## config.mk

```make
export PLATFORM = sky130hd
export DESIGN_NAME = icol_column
export DESIGN_NICKNAME = d
export VERILOG_FILES = /design/src/rtl/icol_pkg.sv /design/src/rtl/icol_func_table.sv /design/src/rtl/icol_cfg_file.sv /design/src/rtl/icol_cell.sv /design/src/rtl/icol_column.sv
export SDC_FILE = /design/constraint.sdc
export NUM_CORES = 1
export LEC_CHECK = 0
export ABC_CLOCK_PERIOD_IN_PS = 5600
export BUFFER_PORTS_ARGS = -buffer_cell sky130_fd_sc_hd__clkbuf_2
export CORE_MARGIN = 3
export CORE_UTILIZATION = 40
export CTS_CLUSTER_SIZE = 12
export DETAILED_ROUTE_END_ITERATION = 12
export SLEW_MARGIN = 15
export SYNTH_ARGS = -nofsm -noshare
export SYNTH_HDL_FRONTEND = slang
export SYNTH_SLANG_ARGS = --single-unit
```

## constraint.sdc

```tcl
create_clock -name clk -period 5.6 [get_ports clk]
set_input_delay 1.12 -clock clk [delete_from_list [all_inputs] [get_ports clk]]
set_output_delay 1.12 -clock clk [all_outputs]
set_load 0.1 [all_outputs]
```

## src/rtl/icol_pkg.sv

```systemverilog
package icol_pkg;

    // Cell output for a two-input truth table: inputs {a,b}=00 map to the MSB.
    function automatic logic truth_pick(input logic [3:0] fn, input logic a, input logic b);
        logic [1:0] idx;
        idx = {a, b};
        return fn[2'd3 - idx];
    endfunction

endpackage

```

## src/rtl/icol_func_table.sv

```systemverilog
module icol_func_table #(
    parameter int CODE_W    = 4,
    parameter int FN_W      = 4,
    parameter int NUM_PORTS = 4,
    localparam int DEPTH    = 1 << CODE_W
) (
    input  logic                        clk,
    input  logic                        rst_n,
    input  logic                        we,
    input  logic [CODE_W-1:0]           waddr,
    input  logic [FN_W-1:0]             wdata,
    input  logic [NUM_PORTS*CODE_W-1:0] raddr,
    output logic [NUM_PORTS*FN_W-1:0]   rdata
);

    logic [FN_W-1:0] mem_q [DEPTH];
    logic [FN_W-1:0] mem_d [DEPTH];

    always_comb begin
        for (int i = 0; i < DEPTH; i++) begin
            mem_d[i] = mem_q[i];
        end
        if (we) begin
            mem_d[waddr] = wdata;
        end
    end

    always_ff @(posedge clk) begin
        for (int i = 0; i < DEPTH; i++) begin
            if (!rst_n) mem_q[i] <= '0;
            else        mem_q[i] <= mem_d[i];
        end
    end

    for (genvar p = 0; p < NUM_PORTS; p++) begin : g_rd
        assign rdata[p*FN_W +: FN_W] = mem_q[raddr[p*CODE_W +: CODE_W]];
    end

endmodule

```

## src/rtl/icol_cfg_file.sv

```systemverilog
module icol_cfg_file #(
    parameter int DEPTH  = 8,
    parameter int WORD_W = 34,
    localparam int IDX_W = $clog2(DEPTH)
) (
    input  logic              clk,
    input  logic              rst_n,
    input  logic              we,
    input  logic [IDX_W-1:0]  waddr,
    input  logic [WORD_W-1:0] wdata,
    input  logic [IDX_W-1:0]  raddr,
    output logic [WORD_W-1:0] rdata
);

    logic [WORD_W-1:0] word_q [DEPTH];
    logic [WORD_W-1:0] word_d [DEPTH];

    always_comb begin
        for (int i = 0; i < DEPTH; i++) begin
            word_d[i] = word_q[i];
        end
        if (we) begin
            word_d[waddr] = wdata;
        end
    end

    always_ff @(posedge clk) begin
        for (int i = 0; i < DEPTH; i++) begin
            if (!rst_n) word_q[i] <= '0;
            else        word_q[i] <= word_d[i];
        end
    end

    assign rdata = word_q[raddr];

endmodule

```

## src/rtl/icol_cell.sv

```systemverilog
module icol_cell
    import icol_pkg::*;
#(
    parameter int DATA_W    = 8,
    parameter int NUM_CELLS = 4,
    localparam int SEL_W    = $clog2(DATA_W),
    localparam int FB_W     = $clog2(NUM_CELLS)
) (
    input  logic                 first_pass,
    input  logic [DATA_W-1:0]    ext_data,
    input  logic [NUM_CELLS-1:0] fb_data,
    input  logic [SEL_W-1:0]     sel_a,
    input  logic [SEL_W-1:0]     sel_b,
    input  logic [3:0]           fn,
    output logic                 y
);

    logic line_a;
    logic line_b;

    always_comb begin
        if (first_pass) begin
            line_a = ext_data[sel_a];
            line_b = ext_data[sel_b];
        end else begin
            line_a = fb_data[sel_a[FB_W-1:0]];
            line_b = fb_data[sel_b[FB_W-1:0]];
        end
        y = truth_pick(fn, line_a, line_b);
    end

endmodule

```

## src/rtl/icol_column.sv

```systemverilog
module icol_column #(
    parameter int NUM_CELLS = 4,
    parameter int DATA_W    = 8,
    parameter int MAX_ITER  = 8,
    parameter int SHARED_W  = 2,
    parameter int LOCAL_W   = 2,
    localparam int SEL_W    = $clog2(DATA_W),
    localparam int ITER_W   = $clog2(MAX_ITER),
    localparam int CODE_W   = LOCAL_W + SHARED_W,
    localparam int FN_W     = 4,
    localparam int CELL_W   = LOCAL_W + 2 * SEL_W,
    localparam int CFG_W    = SHARED_W + NUM_CELLS * CELL_W
) (
    input  logic                 clk,
    input  logic                 rst_n,
    input  logic                 tbl_we,
    input  logic [CODE_W-1:0]    tbl_addr,
    input  logic [FN_W-1:0]      tbl_wdata,
    input  logic                 cfg_we,
    input  logic [ITER_W-1:0]    cfg_addr,
    input  logic [CFG_W-1:0]     cfg_wdata,
    input  logic [DATA_W-1:0]    data_in,
    input  logic [ITER_W-1:0]    iter_m1,
    input  logic                 start,
    output logic                 done,
    output logic [NUM_CELLS-1:0] cell_out
);

    typedef struct packed {
        logic                 run;
        logic [ITER_W-1:0]    idx;
        logic [ITER_W-1:0]    last;
        logic                 done;
        logic [NUM_CELLS-1:0] outv;
    } col_state_t;

    col_state_t state_q, state_d;

    logic                        accept;
    logic [ITER_W-1:0]           pass_idx;
    logic [ITER_W-1:0]           last_idx;
    logic [CFG_W-1:0]            cfg_word;
    logic [SHARED_W-1:0]         shared_bits;
    logic [NUM_CELLS*CODE_W-1:0] codes;
    logic [NUM_CELLS*FN_W-1:0]   fns;
    logic [NUM_CELLS-1:0]        cell_y;
    logic                        run_q;

    assign accept      = start & ~state_q.run;
    assign pass_idx    = accept ? '0 : state_q.idx;
    assign last_idx    = accept ? iter_m1 : state_q.last;
    assign shared_bits = cfg_word[SHARED_W-1:0];
    assign run_q       = state_q.run;

    icol_cfg_file #(
        .DEPTH  (MAX_ITER),
        .WORD_W (CFG_W)
    ) cfg_i (
        .clk   (clk),
        .rst_n (rst_n),
        .we    (cfg_we),
        .waddr (cfg_addr),
        .wdata (cfg_wdata),
        .raddr (pass_idx),
        .rdata (cfg_word)
    );

    icol_func_table #(
        .CODE_W    (CODE_W),
        .FN_W      (FN_W),
        .NUM_PORTS (NUM_CELLS)
    ) tbl_i (
        .clk   (clk),
        .rst_n (rst_n),
        .we    (tbl_we),
        .waddr (tbl_addr),
        .wdata (tbl_wdata),
        .raddr (codes),
        .rdata (fns)
    );

    for (genvar k = 0; k < NUM_CELLS; k++) begin : g_cell
        localparam int BASE = SHARED_W + k * CELL_W;
        logic [LOCAL_W-1:0] local_bits;
        logic [SEL_W-1:0]   sel_a;
        logic [SEL_W-1:0]   sel_b;

        assign local_bits = cfg_word[BASE +: LOCAL_W];
        assign sel_a      = cfg_word[BASE + LOCAL_W +: SEL_W];
        assign sel_b      = cfg_word[BASE + LOCAL_W + SEL_W +: SEL_W];
        assign codes[k*CODE_W +: CODE_W] = {local_bits, shared_bits};

        icol_cell #(
            .DATA_W    (DATA_W),
            .NUM_CELLS (NUM_CELLS)
        ) cell_i (
            .first_pass (accept),
            .ext_data   (data_in),
            .fb_data    (state_q.outv),
            .sel_a      (sel_a),
            .sel_b      (sel_b),
            .fn         (fns[k*FN_W +: FN_W]),
            .y          (cell_y[k])
        );
    end

    always_comb begin
        state_d      = state_q;
        state_d.done = 1'b0;
        if (accept) begin
            state_d.last = iter_m1;
        end
        if (accept || state_q.run) begin
            state_d.outv = cell_y;
            if (pass_idx == last_idx) begin
                state_d.run  = 1'b0;
                state_d.done = 1'b1;
            end else begin
                state_d.run = 1'b1;
                state_d.idx = pass_idx + 1'b1;
            end
        end
    end

    always_ff @(posedge clk) begin
        if (!rst_n) state_q <= '0;
        else        state_q <= state_d;
    end

    assign done     = state_q.done;
    assign cell_out = state_q.outv;

endmodule

```

=== Yosys cells after proc, flatten, opt, wreduce, memory -nomap -nowiden ===
Memories as Yosys holds them, arrays and structs flattened.
Cells that the tools add are included.

* Register bits after elaboration: 12
* RAM bits: 336
* Logic and storage cells: 157
* Memories kept: 2
* Input bits: 61
* Output and inout port bits: 5

* Muxes and demuxes: 86
* Equality and inequality tests: 1
* Add/subtract/negate cells: 5
* Reduce and logical (&&, ||, !) cells: 5
* Magnitude comparators: 24
* Bitwise logic cells: 29

{| class="wikitable"
|+ Memory list
! memory !! words !! bits a word !! rd ports !! clocked after Yosys merged registers in !! write ports !! line !! source
|-
| cfg_i.word_q || 8 || 34 || 9 || 0 || 8 || icol_cfg_file.sv:15 || <nowiki>logic [WORD_W-1:0] word_q [DEPTH];</nowiki>
|-
| tbl_i.mem_q || 16 || 4 || 20 || 0 || 16 || icol_func_table.sv:16 || <nowiki>logic [FN_W-1:0] mem_q [DEPTH];</nowiki>
|}

{| class="wikitable"
|+ Operator list
! kind !! number
|-
| 34-bit 2-to-1 mux || 9
|-
| 272-bit bitwise mux || 1
|-
| 272-bit 2-to-1 mux || 1
|-
| 34-bit demux with 3-bit select || 1
|-
| 4-bit 2-to-1 mux || 17
|-
| 64-bit bitwise mux || 1
|-
| 64-bit 2-to-1 mux || 1
|-
| 2-bit by 3-bit < comparator with 1-bit output, second input constant || 12
|-
| 3-bit by 4-bit < comparator with 1-bit output, second input constant || 8
|-
| 1-bit 2-to-1 mux || 32
|-
| 1-bit binary-select mux with 2-bit select || 12
|-
| 1-bit binary-select mux with 3-bit select || 8
|-
| 1-bit OR || 24
|-
| 4-bit demux with 4-bit select || 1
|-
| 2-bit subtractor, first input constant || 4
|-
| 3-bit 2-to-1 mux || 2
|-
| 5-bit greater-or-equal comparator, second input constant || 1
|-
| 5-bit by 1-bit < comparator with 1-bit output, second input constant || 1
|-
| 4-bit NOT with 5-bit output || 1
|-
| 4-bit greater-or-equal comparator, second input constant || 1
|-
| 4-bit by 1-bit < comparator with 1-bit output, second input constant || 1
|-
| 3-bit NOT with 4-bit output || 1
|-
| 2-bit AND reduction || 2
|-
| 3-bit by 1-bit adder with 3-bit output, second input constant || 1
|-
| 5 further kinds || 7
|}

=== Depth between registers and ports, before layout ===
Gate-level depths: netlist of run 1.
An unclocked memory read counts as a cell.

* Depth in word-level cells: 10
* Gate-level depth with buffers: 14
* Gate-level depth less buffers: 11

=== By module ===
A second synthesis of run 1 with hierarchy kept.

* Cell total of the unflattened synthesis: 1980
* Area total of the unflattened synthesis: 19007.0 sq um

{| class="wikitable"
|+ Modules (own cells, without submodules)
! module !! instances !! area each (sq um) !! cells each !! seq. area each (sq um)
|-
| icol_cfg_file || 1 || 12440.7 || 1353 || 5445.2
|-
| icol_func_table || 1 || 4979.8 || 466 || 1281.2
|-
| icol_cell || 4 || 241.5 || 23 || 0.0
|-
| icol_column || 1 || 620.6 || 69 || 240.2
|}

=== Worst setup path after synthesis of run 1 ===
Ideal clock, no wire load.

* Path type: in2reg
* Start: in start
* End: reg state_q, in the netlist cell_out[0]
* Path slack: 1.962 ns
* Setup time: 0.140 ns
* Required time: 5.460 ns
* Stages on the path: 12
* Path buffers: 2
* Arrival: 3.497 ns
* Cell sequence: nor2b_4 > buf_6 > nor2_4 > nand2_1 > o32ai_2 > a21oi_4 > buf_6 > mux4_2 > mux4_2 > mux2_2 > nand3_1 > o311ai_1

* Word-level cells in the longest chain between the ends: 9
* Elaborated cells on any way between the ends: 18
* Those cells by class: 1 x add/sub; 13 x mux; 1 x bitwise; 1 x reduce/logical; 2 x memory

{| class="wikitable"
|+ Ends and longest elaborated chain
! what !! line !! source
|-
| start, declared || icol_column.sv:24 || <nowiki>input logic start,</nowiki>
|-
| 1-bit AND * || icol_column.sv:49 || <nowiki>assign accept = start & ~state_q.run;</nowiki>
|-
| 3-bit 2-to-1 mux || icol_column.sv:50 || <nowiki>assign pass_idx = accept ? '0 : state_q.idx;</nowiki>
|-
| memory read 8 x 34 bit || - ||
|-
| 1-bit binary-select mux with 3-bit select, or another cell as far along || icol_cell.sv:24 || <nowiki>line_b = ext_data[sel_b];</nowiki>
|-
| 1-bit 2-to-1 mux (on tied branches) || - ||
|-
| 1-bit 2-to-1 mux || icol_cell.sv:22 || <nowiki>if (first_pass) begin</nowiki>
|-
| 2-bit subtractor || icol_pkg.sv:7 || <nowiki>return fn[2'd3 - idx];</nowiki>
|-
| 1-bit binary-select mux with 2-bit select || icol_pkg.sv:7 ||
|-
| 1-bit 2-to-1 mux (not written as such) || icol_pkg.sv:7 ||
|-
| end signal, assigned || icol_column.sv:127 || <nowiki>else state_q <= state_d;</nowiki>
|-
| end, declared || icol_column.sv:37 || <nowiki>col_state_t state_q, state_d;</nowiki>
|}

Every way passes the cells marked *; elsewhere a longest branch is shown, timed or not. The select of a mux whose other input is x is not followed.
A chain may end at the register's enable or synchronous reset.

=== Final worst setup path of run 1 ===
* Start: reg state_q[8] in the netlist's numbering
* End: reg state_q, in the netlist cell_out[3]

* Word-level cells in the longest chain between the ends: 8
* Elaborated cells on any way between the ends: 16
* Those cells by class: 1 x add/sub; 13 x mux; 2 x memory

{| class="wikitable"
|+ Ends and longest elaborated chain
! what !! line
|-
| 3-bit 2-to-1 mux * || icol_column.sv:50
|-
| memory read 8 x 34 bit * || -
|-
| 1-bit binary-select mux with 3-bit select, or another cell as far along || icol_cell.sv:24
|-
| 1-bit 2-to-1 mux (on tied branches) || -
|-
| 1-bit 2-to-1 mux || icol_cell.sv:22
|-
| 2-bit subtractor || icol_pkg.sv:7
|-
| 1-bit binary-select mux with 2-bit select * || icol_pkg.sv:7
|-
| 1-bit 2-to-1 mux (not written as such) * || icol_pkg.sv:7
|}

Marks and branches as above.

==> results of run 1 <==
[cell usage after synthesis, types with 9 or more instances]
master	instances	area share, %
a311oi_1	13	0.72
and3_1	12	0.47
clkbuf_1	110	2.6
a21boi_0	244	12
dfxtp_1	305	39
a21oi_1	17	0.54
a211oi_1	9	0.43
a31oi_1	15	0.59
nand3_1	35	1.1
buf_2	26	0.82
mux2_2	19	1.3
mux4_2	44	6.2
clkbuf_2	34	1.1
nand2_1	547	13
nor2b_1	71	2.8
nor2_1	41	0.97
nand2b_1	11	0.43
mux2i_1	117	7.4
o21ai_0	27	0.85
buf_4	14	0.66
inv_1	12	0.28
o21ai_1	10	0.32
[cell families after synthesis]
kind of cell | after synthesis | share of synthesized area, %
and+or+nand+nor | 753 | 20.3
AOI/OAI and AO/OA | 414 | 19.6
DFF | 305 | 38.5
buffers and inverters | 210 | 5.96
muxes | 183 | 15.4
xor gates and xnor gates | 3 | 0.166
adders and majority gates | 1 | 0.0789
[cells in the final DEF (no fill, tap or decap), types with 4 or more instances in the layout]
cell and n:
a211oi_1 9, a21boi_0 244, a21oi_1 17, a21oi_2 4, a21oi_4 4, a22oi_1 5
a311oi_1 13, a31oi_1 15, and2_1 4, and3_1 12, buf_4 28, clkbuf_1 10
clkbuf_16 38, clkbuf_2 64, clkbuf_8 9, clkinv_2 5, dfxtp_1 303, diode_2 6
inv_1 12, mux2_2 19, mux2i_1 117, mux4_2 44, nand2_1 546, nand2b_1 10
nand3_1 35, nand3b_1 4, nand4_1 5, nor2_1 35, nor2_2 6, nor2b_1 71
nor3_1 6, nor4_1 4, o211ai_1 8, o21ai_0 27, o21ai_1 10, o221ai_1 7
o22ai_1 8
[registers in the layout, summed over array words and instances (netlist names)]
register      cells
cfg_i.word_q    229
tbl_i.mem_q      64
state_q           6
cell_out          4
done              1
run_q             1
[where the power goes]
part	switching, W	internal (W)	leakage [nW]	total (W)
sequential	0.0000557	0.00222	2.47	0.00227
clock	0.000983	0.00138	0.594	0.00237
combinational	0.000485	0.000299	2.87	0.000784
total	0.00152	0.00390	5.94	0.00542
[metrics by stage]
step / hold slack, ns / setup WS [ns]
after floorplan: 0.439 / 1.96
after global placement: 0.447 / 1.23
after detailed placement: 0.456 / 1.16
after CTS: 0.463 / 1.51
after global routing: 0.479 / 1.29
final: 0.461 / 1.47
[cell type report]
type	count	share of cell area, %
multi-input cells	1354	50.7
flip-flops and latches	305	35.1
clock buffers	57	6.38
well taps	518	3.72
repair buffers	94	3.22
clock inverters	10	0.488
inverters	15	0.323
diodes	6	0.0862
[worst paths after layout]
path                                         start                 end  slack, ns  depth (start not counted)
worst max-delay path                    state_q[8]         cell_out[3]       1.47                          9
worst min-delay path            cfg_i.word_q[3][0]  cfg_i.word_q[3][0]       0.46                          2
worst max register to register          state_q[8]         cell_out[3]       1.47                          9
worst min register to register  cfg_i.word_q[3][0]  cfg_i.word_q[3][0]       0.46                          2
[per-layer routing]
layer | track usage, % | share of wire [%]
met1 | 31.3 | 43
met2 | 39.3 | 47
met3 | 3.51 | 5.5
met4 | 10.3 | 3.8
met5 | 0 | 0
[worst max-delay path, cell delays in order (launching register included)]
cell	delay [ns]
dfxtp_4	0.70
inv_2	0.40
a21oi_4	0.31
o22ai_1	0.15
o31ai_4	0.81
mux4_2	0.67
mux4_2	0.48
o21a_1	0.13
a211oi_2	0.19
o31ai_1	0.09
==> flow_metrics.tcl, run 1 <==
set metrics [dict create \
    crit_path_max_fanout 34 \
    drcViolationCount 0 \
    rsz0062_at_grt "no" \
    arrival_ns 4.51 \
    cts_max_level 2 \
    setup_viol 0 \
    placed_area_mm2 0.0162 \
    cts_tree "done" \
    dieArea_mm2 0.0421 \
    clkSinkCount 305 \
    dp_hpwl_um 32000 \
    multi_input_area_mm2 0.00884 \
    crit_required_ns 5.98 \
    ys_warn_count 0 \
    syn-num-nets 1931 \
    leakage_nw 5.94 \
    ctsResizeCount 0 \
    seq_area_frac_synth_pct 38.5 \
    num_rows 72 \
    power_w 0.00542 \
    hold_viol_final 0 \
    dr.pass1.iters 5 \
    syn_inst 1869 \
    async_reset_ff_share_pct 0 \
    final_cells 2359 \
    antenna_left 0 \
    fill_cells 3811 \
    clock_tree.buffer_depth 3 \
    peakVddDrop_mv 0.198 \
    detail_route.iter0.violations 1028 \
    clk_pin_slew_worst_paths_ns 0.06 \
    overflow 0 \
    synth.avg_cell_area_um2 8.48 \
    startpoint_type "flip-flop" \
    vias_per_cell 5.64 \
    seqCellArea_mm2 0.00611 \
    p_per_area_mw_per_mm2 311 \
    drive_gt1_share_pct 13.8 \
    final_util_pct 44.8 \
    synth_edf_count 0 \
    io_pins 66 \
    gp_congestion 0.917 \
    max-cap-violations 0 \
    coreArea_mm2 0.0389 \
    ys_seq_elements 305 \
    port_buffers 65 \
    fin_crit_sh_pct 73.7 \
    fmax_mhz 242 \
    grt_max_degree 161 \
    hold_class "flip-flop to flip-flop" \
    final.setup.tns_ns 0 \
    grt_pass1_wl_um 78100 \
    first_global_vias 12900 \
    slew_headroom_pct 32.3 \
    criticalPathCategory "flip-flop to flip-flop" \
    worst_clock_skew_ns 0.0276 \
    start_util_pct 40.7 \
    syn_area_mm2 0.0159 \
    fin_nets 1869 \
    grt_antenna_before_repair 6 \
    die_height_um 205 \
    yosys_most_used_dff "dfxtp_1" \
    grtUsageTotal_pct 23.9 \
    clock_latency_ns 0.55 \
    outcome "completed" \
    cts-buffers-inserted 37 \
    clock-root-buffer "clkbuf_16" \
    drt_wl_total_um 50500 \
    wire_per_inst_um 21.4 \
    vias 13300 \
    dp.cells 2286 \
    postCtsSetupRepairBufs 0 \
    area_growth_pct 9.89 \
    endpoint_kind "flip-flop" \
    die_w_um 205 \
    period_needed_ns 4.13 \
    ys_types 75 \
    ctsHoldBuffers 0 \
    worst_pin_slew_ns 1.01 \
    maxSlewViolCount 0 \
    stdcell_area_mm2 0.0174 \
]
Power figures use the tool's default switching activity.
==> inputs of run 2 (changes only) <==
Settings changed: ABC_CLOCK_PERIOD_IN_PS 5600 to 4250.
Clock period 5.6 ns to 4.25 ns, I/O delays scaled along.
==> run 2 against run 1 <==
Effect of this change: sequential power up 31%; largest cell class unchanged; global-route usage shrank 0.22 points; maximum frequency rose by 13%; clock-buffer cell count unchanged; final cell count up 0.25%; worst setup slack worse by 0.86 ns; wire length decreased by 1.2%; utilization up 0.32 points; clock skew shrank 0.014 ns; hold slack worse by 0.00095 ns; register-to-register slack got worse by 0.86 ns; highest routed layer unchanged; via count about the same.
==> flow_metrics.tcl, run 2 (synthesis results as in run 1) <==
set metrics [dict create \
    die_w_um 205 \
    ctsHoldBuffers 0 \
    gp_congestion 0.838 \
    p_clk_share_pct 43.7 \
    hold_viol_final 0 \
    postCtsSetupRepairBufs 0 \
    fin_nets 1882 \
    setup_viol 0 \
    leakage_nw 6.01 \
    clock-root-buffer "clkbuf_16" \
    cts_tree "done" \
    io_pins 66 \
    holdPathStages 2 \
    drive_gt1_share_pct 14.5 \
    largest_register_ff_count 229 \
    grtUsageTotal_pct 23.7 \
    fin_crit_sh_pct 85.7 \
    period_needed_ns 3.64 \
    largestRegisters "cfg_i.word_q x229, tbl_i.mem_q x64, state_q x6" \
    maxSlewViolCount 0 \
    endpoint_kind "flip-flop" \
    max-cap-violations 0 \
    wire_per_inst_um 21.1 \
    clk_pin_slew_worst_paths_ns 0.06 \
    dp_hpwl_um 31800 \
    die_height_um 205 \
    vias 13300 \
    coreArea_mm2 0.0389 \
    criticalPathCategory "flip-flop to flip-flop" \
    crit_required_ns 4.63 \
    port_buffers 65 \
    grt_pass1_wl_um 77400 \
    drcViolationCount 0 \
    outcome "completed" \
    slew_headroom_pct 33.7 \
    peakVddDrop_mv 0.410 \
    p_comb_share_pct 14.9 \
    drt_wl_total_um 49900 \
    antenna_left 0 \
    placed_area_mm2 0.0163 \
    hold_class "flip-flop to flip-flop" \
    clock_latency_ns 0.53 \
    cts_max_level 2 \
    fmax_mhz 275 \
    clock_tree.buffer_depth 3 \
    reg2reg_from "state_q[10]" \
    start_util_pct 40.7 \
    reg2regPathDepth 11 \
    largest_register "cfg_i.word_q" \
    grt_max_degree 175 \
    detail_route.iter0.violations 1085 \
    num_rows 72 \
    grt_antenna_before_repair 1 \
    clkSinkCount 305 \
    overflow 0 \
    final.setup.tns_ns 0 \
    netSwitchingPower_w 0.00196 \
    startpoint_type "flip-flop" \
    crit_path_max_fanout 38 \
    cts-buffers-inserted 36 \
    dieArea_mm2 0.0421 \
    internal-power_w 0.00523 \
    p_per_area_mw_per_mm2 409 \
    worst_pin_slew_ns 0.984 \
    dr.pass1.iters 5 \
    worst_clock_skew_ns 0.0136 \
    fin_ws_ns 0.609 \
    crit_start "state_q[10]" \
    dp_worst_setup_slack_ns 0.534 \
    stdcell_area_mm2 0.0175 \
    mostFrequentLayoutCells "546 x nand2_1, 303 x dfxtp_1, 244 x a21boi_0" \
    final_common_cell "nand2_1" \
    arrival_ns 4.02 \
    first_global_vias 13100 \
    area_growth_pct 10.7 \
    hold_start "cfg_i.word_q[2][21]" \
    vias_per_cell 5.62 \
    swShare_pct 27.2 \
    seqPwrFrac_pct 41.5 \
    rsz0062_at_grt "no" \
    ctsResizeCount 0 \
]
==> run 2: changes by cell type in the layout (fill, tap and decap cells not counted) <==
cell / previous run / this run
buf_4: 28 / 40
clkbuf_1: 10 / 8
inv_6: 1 / 2
clkbuf_8: 9 / 11
clkinv_4: 1 / 0
inv_4: 1 / 0
diode_2: 6 / 1
clkinv_8: 1 / 0
clkinv_2: 5 / 3
inv_16: 1 / 0
clkinvlp_4: 0 / 1
bufinv_16: 0 / 1
buf_12: 1 / 3
==> run 2: layout make-up <==
type | instances | area (um^2)
clock buffer | 57 | 1130
multi-input combinational | 1354 | 8840
timing repair buffer | 108 | 692
sequential | 305 | 6110
antenna | 1 | 2.50
clock inverter | 7 | 70.1
tap | 518 | 648
fill | 3850 | 21400
inverter | 15 | 56.3
==> run 2: per-stage QoR <==
step | util [%] | hold WS, ns | instances | total power (W)
after floorplan | - | 0.439 | 1869 | 0.00380
after global placement | 42.0 | 0.448 | 2300 | 0.00408
after detailed placement | 42.0 | 0.455 | 2300 | 0.00410
after CTS | 45.1 | 0.463 | 2364 | 0.00722
after global routing | 45.1 | 0.479 | 2365 | 0.00744
final | 45.1 | 0.460 | 2365 | 0.00718
==> run 2: final timing paths <==
check / endpoint / slack, ns
setup reg to reg: cell_out[1] / 0.61
setup / recovery: cell_out[1] / 0.61
hold reg to reg: cfg_i.word_q[2][21] / 0.46
hold / removal: cfg_i.word_q[2][21] / 0.46
==> run 2: critical path, cell delays in order, from the launching register on <==
cell	delay, ns
dfxtp_2	0.62
buf_4	0.50
nor2b_1	0.10
a211oi_1	0.38
a31oi_1	0.16
a21oi_2	0.32
mux2i_1	0.11
mux2_2	0.29
a211oi_2	0.42
mux2_2	0.39
nand3_1	0.09
o311ai_1	0.10
==> run 2: routing by layer <==
metal  GRT usage, %  vias up  wire length [um]
li1               -     6288                 -
met1           29.9     6441             20800
met2           40.7      445             24300
met3           3.96      117              3140
met4           8.52        0              1700
met5              0        -                 0
==> run 2: power groups by stage <==
stage	sequential (W)	combinational [W]	clock (W)
final	0.00298	0.00107	0.00314
after global routing	0.00298	0.00115	0.00331
after CTS	0.00298	0.00106	0.00319
after detailed placement	0.00304	0.00106	0
after global placement	0.00304	0.00104	0
after floorplan	0.00301	0.000788	0
